**src/rtl/clkmon_pkg.sv**
```systemverilog
// Package: shared constants and the source code encoding for the clock monitor.
// Assumes the source order of the lock and slip fields is fixed by the host view.
package clkmon_pkg;
    localparam int NUM_SRC  = 11;
    localparam int CODE_W   = 8;
    localparam int SLIP_LSB = 16;
    localparam int WORD_W   = 32;

    // Bit position of each source inside the lock and slip fields
    localparam int BIT_AES1 = 0;
    localparam int BIT_ADAT = 4;
    localparam int BIT_TDIF = 5;
    localparam int BIT_ARX1 = 6;
    localparam int BIT_WCLK = 10;

    typedef enum logic [CODE_W-1:0] {
        SEL_AES1 = 8'h00, SEL_AES2 = 8'h01, SEL_AES3 = 8'h02, SEL_AES4 = 8'h03,
        SEL_AES_ANY = 8'h04, SEL_ADAT = 8'h05, SEL_TDIF = 8'h06, SEL_WCLK = 8'h07,
        SEL_ARX1 = 8'h08, SEL_ARX2 = 8'h09, SEL_ARX3 = 8'h0A, SEL_ARX4 = 8'h0B,
        SEL_INTERNAL = 8'h0C
    } sel_code_e;
endpackage

```
**src/rtl/clkmon_src_select.sv**
```systemverilog
// Module: maps the selection code to the lock level of that source.
// Assumes lock_in is synchronized; codes without a source read as unlocked.
module clkmon_src_select
    import clkmon_pkg::*;
(
    input  logic [NUM_SRC-1:0] lock_in,
    input  logic [CODE_W-1:0]  sel_code,
    output logic               sel_locked
);
    // Decode the selection code into one lock level
    always_comb begin
        sel_locked = 1'b0;
        if (sel_code < CODE_W'(4)) begin
            sel_locked = lock_in[BIT_AES1 + int'(sel_code[1:0])];
        end else if (sel_code >= CODE_W'(SEL_ARX1) && sel_code <= CODE_W'(SEL_ARX4)) begin
            sel_locked = lock_in[BIT_ARX1 + int'(sel_code[1:0])];
        end else begin
            case (sel_code)
                SEL_AES_ANY:  sel_locked = |lock_in[BIT_AES1 +: 4];
                SEL_ADAT:     sel_locked = lock_in[BIT_ADAT];
                SEL_TDIF:     sel_locked = lock_in[BIT_TDIF];
                SEL_WCLK:     sel_locked = lock_in[BIT_WCLK];
                SEL_INTERNAL: sel_locked = 1'b1;
                default:      sel_locked = 1'b0;
            endcase
        end
    end
endmodule

```
**src/rtl/clkmon_lock_track.sv**
```systemverilog
// Module: registers the live lock levels and flags any change as an event.
// Assumes inputs are synchronous; reset state is all unlocked.
module clkmon_lock_track #(
    parameter int N = 11
) (
    input  logic         clk,
    input  logic         rst_n,
    input  logic [N-1:0] lock_in,
    output logic [N-1:0] lock_q,
    output logic         chg_evt
);
    // Capture lock levels and pulse when they move
    always_ff @(posedge clk) begin
        if (!rst_n) begin
            lock_q  <= '0;
            chg_evt <= 1'b0;
        end else begin
            lock_q  <= lock_in;
            chg_evt <= (lock_in != lock_q);
        end
    end
endmodule

```
**src/rtl/clkmon_slip_sticky.sv**
```systemverilog
// Module: one sticky flag per source, set by pulses, cleared by a clearing read.
// Assumes a set pulse wins over a clear in the same cycle.
module clkmon_slip_sticky #(
    parameter int N = 11
) (
    input  logic         clk,
    input  logic         rst_n,
    input  logic [N-1:0] set_in,
    input  logic         clr,
    output logic [N-1:0] flag_q
);
    for (genvar i = 0; i < N; i++) begin : g_flag
        // Hold the flag until cleared, with set taking priority
        always_ff @(posedge clk) begin
            if (!rst_n) begin
                flag_q[i] <= 1'b0;
            end else if (set_in[i]) begin
                flag_q[i] <= 1'b1;
            end else if (clr) begin
                flag_q[i] <= 1'b0;
            end
        end
    end
endmodule

```
**src/rtl/clksrc_lock_monitor.sv**
```systemverilog
// Module: top of the clock source monitor; builds the extended and current
// status words and the two notification pulses.
// Assumes all inputs are synchronous to clk and rd_quad is valid with rd_stb.
module clksrc_lock_monitor
    import clkmon_pkg::*;
(
    input  logic                 clk,
    input  logic                 rst_n,
    input  logic [NUM_SRC-1:0]   src_lock,
    input  logic [NUM_SRC-1:0]   src_slip,
    input  logic [CODE_W-1:0]    sel_src,
    input  logic [CODE_W-1:0]    rate_code,
    input  logic                 rd_stb,
    input  logic                 rd_quad,
    output logic [WORD_W-1:0]    ext_status,
    output logic [WORD_W-1:0]    cur_status,
    output logic                 ext_evt,
    output logic                 lock_evt
);
    localparam int RATE_LSB = 8;

    logic [NUM_SRC-1:0] lock_q;
    logic [NUM_SRC-1:0] slip_q;
    logic               sel_locked;
    logic               cur_lock_q;
    logic [CODE_W-1:0]  rate_q;
    logic               quad_clr;

    assign quad_clr = rd_stb & rd_quad;

    clkmon_lock_track #(.N(NUM_SRC)) u_lock (
        .clk(clk), .rst_n(rst_n), .lock_in(src_lock),
        .lock_q(lock_q), .chg_evt(ext_evt)
    );

    clkmon_slip_sticky #(.N(NUM_SRC)) u_slip (
        .clk(clk), .rst_n(rst_n), .set_in(src_slip),
        .clr(quad_clr), .flag_q(slip_q)
    );

    clkmon_src_select u_sel (
        .lock_in(src_lock), .sel_code(sel_src), .sel_locked(sel_locked)
    );

    // Register the selected lock state, its change pulse and the rate code
    always_ff @(posedge clk) begin
        if (!rst_n) begin
            cur_lock_q <= 1'b0;
            lock_evt   <= 1'b0;
            rate_q     <= '0;
        end else begin
            cur_lock_q <= sel_locked;
            lock_evt   <= (sel_locked != cur_lock_q);
            rate_q     <= rate_code;
        end
    end

    // Assemble the two host-visible status words
    always_comb begin
        ext_status = '0;
        ext_status[NUM_SRC-1:0] = lock_q;
        ext_status[SLIP_LSB +: NUM_SRC] = slip_q;
        cur_status = '0;
        cur_status[0] = cur_lock_q;
        cur_status[RATE_LSB +: CODE_W] = rate_q;
    end
endmodule

```
**config.mk**
```make
export PLATFORM = sky130hd
export DESIGN_NAME = clksrc_lock_monitor
export DESIGN_NICKNAME = d
export VERILOG_FILES = /design/src/rtl/clkmon_pkg.sv /design/src/rtl/clkmon_src_select.sv /design/src/rtl/clkmon_lock_track.sv /design/src/rtl/clkmon_slip_sticky.sv /design/src/rtl/clksrc_lock_monitor.sv
export SDC_FILE = /design/constraint.sdc
export NUM_CORES = 1
export LEC_CHECK = 0
export ABC_AREA = 1
export CAP_MARGIN = 40
export CELL_PAD_IN_SITES_DETAIL_PLACEMENT = 1
export CELL_PAD_IN_SITES_GLOBAL_PLACEMENT = 1
export CORE_MARGIN = 5
export CORE_UTILIZATION = 25
export CTS_CLUSTER_DIAMETER = 60
export DETAILED_ROUTE_END_ITERATION = 10
export GPL_TIMING_DRIVEN = 1
export PLACE_DENSITY = 0.9
export REMOVE_ABC_BUFFERS = 1
export SLEW_MARGIN = 20
export SYNTH_ARGS = -nofsm -noshare
export SYNTH_HDL_FRONTEND = slang
export SYNTH_SLANG_ARGS = --single-unit
```
**constraint.sdc**
```tcl
create_clock -name clk -period 2.9 [get_ports clk]
set_input_delay 0.435 -clock clk [delete_from_list [all_inputs] [get_ports clk]]
set_output_delay 0.435 -clock clk [all_outputs]
set_load 0.05 [all_outputs]
```
# Word level (Yosys, flattened, before mapping)
# Cells that the tools add are included.
totals:
  output_inout_bits: 66
  elab_cells: 63
  input_bits: 42
  reg_bits: 33
classes:
  addsub: 1
  n_eq_ne: 7
  n_bitwise: 1
  muxes: 20
  magnitude_cmp: 5
  reduce_logical: 13
ops:
  columns: ["cell", "n"]
  rows:
  - ["equality test 8 x 3 -> 1 bit, second input constant", 4]
  - ["< comparator 32 x 6 -> 1 bit, second input constant", 1]
  - ["nonzero test 2 bit", 11]
  - ["2-to-1 mux 1 bit", 17]
  - ["!= test 11 bit", 1]
  - ["equality test 8 x 4 -> 1 bit, second input constant", 1]
  - [">= comparator 8 x 4 -> 1 bit, second input constant", 1]
  - ["less-or-equal comparator 8 x 4 -> 1 bit, second input constant", 1]
  - ["< comparator 8 x 3 -> 1 bit, second input constant", 1]
  - ["< comparator 2 x 5 -> 1 bit, second input constant", 1]
  - ["one-hot mux 1 bit (5 select lines)", 1]
  - ["adder 3 x 2 -> 4 bit, first input constant", 1]
  - ["binary-select mux 1 bit (select 4 bit)", 1]
  - ["OR reduction 4 bit", 1]
  - ["binary-select mux 1 bit (select 2 bit)", 1]
  - ["bitwise AND 1 bit", 1]
  - ["logical AND 1 bit", 1]
  - ["!= test 1 bit", 1]

# Logic depth before layout (Yosys ltp)
# Gate-level depths: netlist (run 1).
logic_depth:
  ltp_word: 7
  ltp_mapped: 11
  depth_no_buf: 11

# Modules after synthesis
# From an unflattened synthesis (run 1), not the netlist that was laid out.
unflattened:
  hier_cells: 260
  hier_area_um2: 1741.7
modules_own_cells:
  columns: ["module", "cells_each", "seq_area_each_um2", "area_each_um2", "n_inst"]
  rows:
  - ["clksrc_lock_monitor", 70, 200.2, 568.0, 1]
  - ["clkmon_lock_track", 80, 240.2, 529.3, 1]
  - ["clkmon_slip_sticky", 48, 220.2, 387.9, 1]
  - ["clkmon_src_select", 62, 0.0, 256.5, 1]

# Worst setup path before layout (run 1)
# OpenSTA, ideal clock, no wires.
synth_timing:
  kind: "input port to flip-flop"
  from: "input port sel_src[0]"
  to: "register lock_evt"
  cell_stages: 7
  arrival_ns: 1.183
  n_path_buf: 1
  setup_ns: 0.113
  required_time_ns: 2.787
  path_slack_ns: 1.604
  path_cell_list: "buf_6 -> o21ai_1 -> mux2i_1 -> a21oi_1 -> nand3_2 -> nand2_1 -> nor2_2"
synth_between:
  elab_chain_cells: 7
  word_cells_on_any_way: 19
  classes_between: "add/sub (1); order compare (3); eq/ne (6); mux (8); reduce/logical (1)"
synth_lines:
  columns: ["item", "line_no", "source"]
  rows:
  - ["start: declaration", "clksrc_lock_monitor.sv:11", "input logic [CODE_W-1:0] sel_src,"]
  - ["adder 3 x 2 -> 4 bit", "clkmon_src_select.sv:16", "sel_locked = lock_in[BIT_ARX1 + int'(sel_code[1:0])];"]
  - ["binary-select mux 1 bit (select 4 bit)", "clkmon_src_select.sv:16", null]
  - ["2-to-1 mux 1 bit (implied by the code) (2 in a row)", "clkmon_src_select.sv:16", null]
  - ["2-to-1 mux 1 bit", "clkmon_src_select.sv:15", "end else if (sel_code >= CODE_W'(SEL_ARX1) && sel_code <= CODE_W'(SEL_ARX4)) begin"]
  - ["2-to-1 mux 1 bit (*)", "clkmon_src_select.sv:13", "if (sel_code < CODE_W'(4)) begin"]
  - ["!= test 1 bit (*)", "clksrc_lock_monitor.sv:53", "lock_evt <= (sel_locked != cur_lock_q);"]
  - ["end signal: assignment", "clksrc_lock_monitor.sv:53", null]
  - ["end: declaration", "clksrc_lock_monitor.sv:18", "output logic lock_evt"]
# Mark *: on every way between the ends. The rest lies on a longest branch, timed or not. The select of a mux whose other input is x is not followed.
# A chain may end at the register's enable or synchronous reset.

# Final worst setup path (run 1)
layout_timing:
  from: "register cur_lock_q"
  to: "output port cur_status[0]"
layout_lines:
  columns: ["item", "line_no", "source"]
  rows:
  - ["start: declaration", "clksrc_lock_monitor.sv:25", "logic cur_lock_q;"]
  - ["start signal: assignment", "clksrc_lock_monitor.sv:52", "cur_lock_q <= sel_locked;"]
  - ["end: declaration", "clksrc_lock_monitor.sv:16", "output logic [WORD_W-1:0] cur_status,"]
# No word-level cell between the ends.

==> results of run 1 <==
cell usage in the layout, fill, tap and decap left out:
cell type	instances
nand2_2	1
a21oi_1	15
nand2_1	38
conb_1	33
clkdlybuf4s50_1	74
a21oi_2	1
nor3_1	1
xor2_1	2
nand3_1	5
inv_2	2
mux2i_1	1
clkbuf_8	6
buf_4	1
dfxtp_1	33
xnor2_1	8
nor2_2	3
nor2_1	20
nand4_1	2
clkbuf_1	1
inv_1	24
o21ai_1	3
nand3_2	1
bufinv_16	1
power by group through the flow:
stage | Sequential, W | Combinational (W) | Clock, W
6_report | 0.000493 | 0.000375 | 0.000445
5_1_grt | 0.000496 | 0.000395 | 0.000482
4_1_cts | 0.000493 | 0.000377 | 0.000466
3_5_place_dp | 0.000504 | 0.000375 | 0
3_3_place_gp | 0.000501 | 0.000369 | 0
2_1_floorplan | 0.000593 | 0.000147 | 0
layout make-up:
cell class	count	area share, %
tap	75	4.024
multi-input combinational	134	26.39
timing repair buffer	75	32.08
sequential	33	28.33
inverter	26	4.185
clock inverter	1	1.288
clock buffer	7	3.702
state kept, by name, indices dropped and copies added, names as in the netlist:
signal and cells:
u_lock.chg_evt 1, rate_q 8, cur_lock_q 1, u_lock.lock_q 11, u_slip.flag_q 11, lock_evt 1
metal layers:
metal	up-vias	GRT usage [%]	wire length, um
met1	627	10.44	1566
met2	57	21.69	2506
met5	-	0	0
li1	683	-	-
met3	8	3.818	385
met4	0	4.945	63
per-stage QoR:
stage                     instance area, um2  worst slack (ns)  instances  hold slack [ns]  power (W)
final                                   2332            0.9739        351           0.4935   0.001313
after global routing                    2332            0.9291        351           0.5178   0.001373
after CTS                               2332            0.9546        351           0.4963   0.001337
after detailed placement                2216            0.8894        343           0.4841  0.0008789
after global placement                  2216            0.9553        343           0.4652  0.0008702
after floorplan                         1374             1.698        193           0.5285  0.0007398
worst paths after layout:
| kind | startpoint | endpoint | slack, ns |
|---|---|---|---|
| setup / recovery | cur_lock_q$_SDFF_PN0_ | cur_status[0] | 0.97 |
| hold / removal | u_slip.flag_q[5]$_SDFFE_PN0P_ | u_slip.flag_q[5]$_SDFFE_PN0P_ | 0.49 |
| setup reg to reg | u_lock.lock_q[10]$_SDFF_PN0_ | u_lock.chg_evt$_SDFF_PN0_ | 1.95 |
| hold reg to reg | u_slip.flag_q[5]$_SDFFE_PN0P_ | u_slip.flag_q[5]$_SDFFE_PN0P_ | 0.49 |
logic make-up after synthesis:
logic type	Yosys count	share of synthesized area, %
AND/OR/NAND/NOR	71	19.14
XOR/XNOR	10	5.678
other	1	0.2431
AO/OA/AOI/OAI	19	6.407
buffers and inverters	65	25.06
multiplexers	1	0.6488
flip-flops	33	42.82
==> impl_metrics.ini, run 1 <==
[yosys]
synth_top_area_share_pct = 42.82
synth_area_um2 = 1543
netlist_instances = 200
synth-async-reset-ratio_pct = 0
synth_flop_cell = dfxtp_1
netlist_top_cells_count = nand2_1 (38), buf_4 (34), dfxtp_1 (33), inv_1 (24), nor2_1 (20)
synth_area_leader_cell = dfxtp_1
ys_ff_latch = 33
ys.warnings.count = 0
synth_cell_type_count = 21
synth_edf_count = 0
avgSynthCellArea_um2 = 7.714
yosysSeqAreaShare_pct = 42.82
synthMostInstantiatedCell = nand2_1
synthTopCellsByArea = dfxtp_1 (43%), buf_4 (17%), nand2_1 (9.2%)

[floorplan]
core-area_um2 = 5956
initial_core_util_pct = 25.90
rows = 28
die_w_um = 88.56
dieArea_um2 = 7842
die_y_um = 88.56
ioPinCount = 108

[clocking]
cts_tree = built
cts_hold_buf = 0
cts_setup_buffers = 0
htree_levels = 2
clockBufferDepth = 2
post_cts_resized = 0
clkSinkCount = 33
clk_latency_ns = 0.28
cts_root_buffer = clkbuf_8
cts_made_buffers = 5
path_clk_slew_ns = 0.07

[timing]
fin_crit_sh_pct = 66.42
tns_ns = 0
grt_setup_unrepaired = false
timing.fmax_ghz = 0.5192
setup_viol = 0
hold_viol_final = 0
relSlewSlack_pct = 64.26
worst_pin_slew_ns = 0.5344
period_minus_slack_ns = 1.926
skew_ns = 0.001877
maxSlewViolCount = 0

[finish]
multi_input_area_um2 = 615.6
nFillCells = 744
drive_gt1_share_pct = 5.797
fin_util_pct = 39.16
fin_nets = 317
diodes = 0
syn_to_final_growth_pct = 51.18
seqCellArea_um2 = 660.6

[min_path]
hp-class = flop to flop
hold-path-cell-count = 2

[critical_path]
cp_cell_sequence = clkdlybuf4s50_1
startpoint_type = flop
cp-end-kind = output port
worstPathArrival_ns = 1.49
reg2regPathDepth = 4
crit_family = buffers and inverters
slowest_stage = clkdlybuf4s50_1
cp_num_buf_inv = 1
cpPeakStageDelay_ns = 0.83
worstPathRequired_ns = 2.47
critical_path_depth = 1
worstSetupPathType = flop to output port
critPathMaxFanout = 3

[flow_run]
cap_violations = 0

[grt]
grt_max_degree = 14
grt_pass1_vias = 1392
grt_first_pass_wirelength_um = 6520
grt_overflow_total = 0
antenna_found_initial = 0
grt_use_total_pct = 11.18

[detailed_routing]
avgRoutedWirePerCell_um = 12.88
via_per_inst = 3.917
vias = 1375
drc = 0
wl_um = 4521
drtAntennaViolNets = 0
dr.pass1.iters = 4
drt_iter0_drc = 31

[power_and_ir_drop]
p_int_w = 0.0008781
p_sw_share_pct = 33.12
power_frac_comb_pct = 28.5
power.density_nw_per_um2 = 562.9
p_leak_nw = 1.115
p_seq_share_pct = 37.6
power.switching_w = 0.0004348
clkPwrFrac_pct = 33.9
irDropWorstVdd_uv = 190.7

[placement]
place_congestion = 0.7345
hpwlAfterDp_um = 3760
port_buffers = 74

[status]
run_status = finished clean
(Power assumes the default switching activity.)
==> run 2: changes to the inputs <==
Settings changed: CORE_UTILIZATION 25 to 23, PLACE_DENSITY 0.9 to 0.84.
Clock period 2.9 ns to 1.8 ns, I/O delays scaled along.
==> run 2 against run 1 <==
Compared with the run above: wire length shrank 2.1%; clock power up 29%; first-iteration DRC count is 19% lower; clock-buffer cell count shrank 1; clock skew up 0.0068 ns; global-route usage fell by 0.96 points; worst hold slack got worse by 0.0053 ns; critical endpoint is now ext_status[3]; highest routed layer unchanged.
==> impl_metrics.ini, run 2 (synthesis gave the netlist of run 1 again) <==
[status]
run_status = finished clean

[grt]
grt_pass1_vias = 1415
antenna_found_initial = 0
grt_overflow_total = 0
grt_use_total_pct = 10.21
grt_first_pass_wirelength_um = 6886
grt_max_degree = 14

[placement]
place_congestion = 0.7803
hpwlAfterDp_um = 3781
port_buffers = 74
post-place-ws_ns = -0.07836

[timing]
grt_setup_unrepaired = false
worst_pin_slew_ns = 0.5135
skew_ns = 0.008718
timing.fmax_ghz = 0.5780
setup_viol = 0
fin_crit_sh_pct = 96.11
hold_viol_final = 0
relSlewSlack_pct = 65.66
period_minus_slack_ns = 1.730
maxSlewViolCount = 0
layout_setup_ws_ns = 0.07001

[power_and_ir_drop]
p_leak_nw = 1.118
irDropWorstVdd_uv = 439.4
total_power_w = 0.001967
power.density_nw_per_um2 = 857.8

[detailed_routing]
wl_um = 4426
via_per_inst = 3.856
vias = 1361
drt_iter0_drc = 25
dr.pass1.iters = 3
avgRoutedWirePerCell_um = 12.54
drtAntennaViolNets = 0
drc = 0

[critical_path]
worstPathArrival_ns = 1.46
worstSetupPathType = flop to output port
cp_cell_sequence = clkdlybuf4s50_1
cpPeakStageDelay_ns = 0.82
r2r_start = u_lock.lock_q[4]$_SDFF_PN0_
critPathLaunch = u_lock.lock_q[3]$_SDFF_PN0_
startpoint_type = flop
cp-end-kind = output port
cp_num_buf_inv = 1
critPathMaxFanout = 2
slowest_stage = clkdlybuf4s50_1
worstPathRequired_ns = 1.53
crit_family = buffers and inverters

[clocking]
cts_made_buffers = 5
clockBufferDepth = 2
cts_setup_buffers = 0
clk_latency_ns = 0.28
clkSinkCount = 33
cts_tree = built
path_clk_slew_ns = 0.07
htree_levels = 2
cts_hold_buf = 0
post_cts_resized = 0
cts_root_buffer = clkbuf_8

[finish]
drive_gt1_share_pct = 9.420
diodes = 0
layout_commonest_cell = clkdlybuf4s50_1
syn_to_final_growth_pct = 48.66
final_cell_mix = clkdlybuf4s50_1 (65), nand2_1 (38), conb_1 (33), dfxtp_1 (33), inv_1 (24)
reg_top3 = u_lock.lock_q: 11 flops, u_slip.flag_q: 11 flops, rate_q: 8 flops
fin_nets = 318

[floorplan]
dieArea_um2 = 8446
die_y_um = 91.90
rows = 29
core-area_um2 = 6422
die_w_um = 91.90
initial_core_util_pct = 24.02
ioPinCount = 108

[min_path]
worstHoldStart = u_slip.flag_q[4]$_SDFFE_PN0P_
hp-class = flop to flop

[flow_run]
cap_violations = 0
==> run 2: area by class of cell <==
cell class	count	area (um2)
Clock buffer	6	82.58
Clock inverter	1	7.507
Fill cell	805	4129
Inverter	26	97.59
Multi-Input combinational cell	134	615.6
Sequential cell	33	660.6
Tap cell	77	96.34
Timing Repair Buffer	76	733.2
==> run 2: power by group <==
part	switching, W	total (W)	internal [W]
sequential	0.0000214	0.000794	0.000773
combinational	0.000412	0.000601	0.000189
clock	0.000270	0.000572	0.000302
==> run 2: path summary, 6_finish.rpt <==
| path | end | slack (ns) | cells past startpoint |
|---|---|---|---|
| worst max-delay path | ext_status[3] | 0.07 | 1 |
| worst max register to register | u_lock.chg_evt$_SDFF_PN0_ | 0.82 | 4 |
| worst min-delay path | u_slip.flag_q[4]$_SDFFE_PN0P_ | 0.49 | 2 |
| worst min register to register | u_slip.flag_q[4]$_SDFFE_PN0P_ | 0.49 | 2 |
==> run 2: routing by layer <==
layer	global-route usage [%]	vias up	routed length, um
met1	10.73	619	1691
li1	-	684	-
met3	3.928	6	364
met4	2.970	0	49
met5	0	-	0
met2	18.86	52	2320
==> run 2: metrics by stage <==
step	area (um2)	utilization [%]	std cells	TNS, ns	hold slack [ns]
after floorplan	1374	-	193	0	0.3635
after global placement	2203	34.31	346	0	0.4657
after detailed placement	2203	34.31	346	-0.07836	0.4791
after CTS	2293	35.71	353	0	0.4973
after global routing	2293	35.71	353	0	0.5038
final	2293	35.71	353	0	0.4882
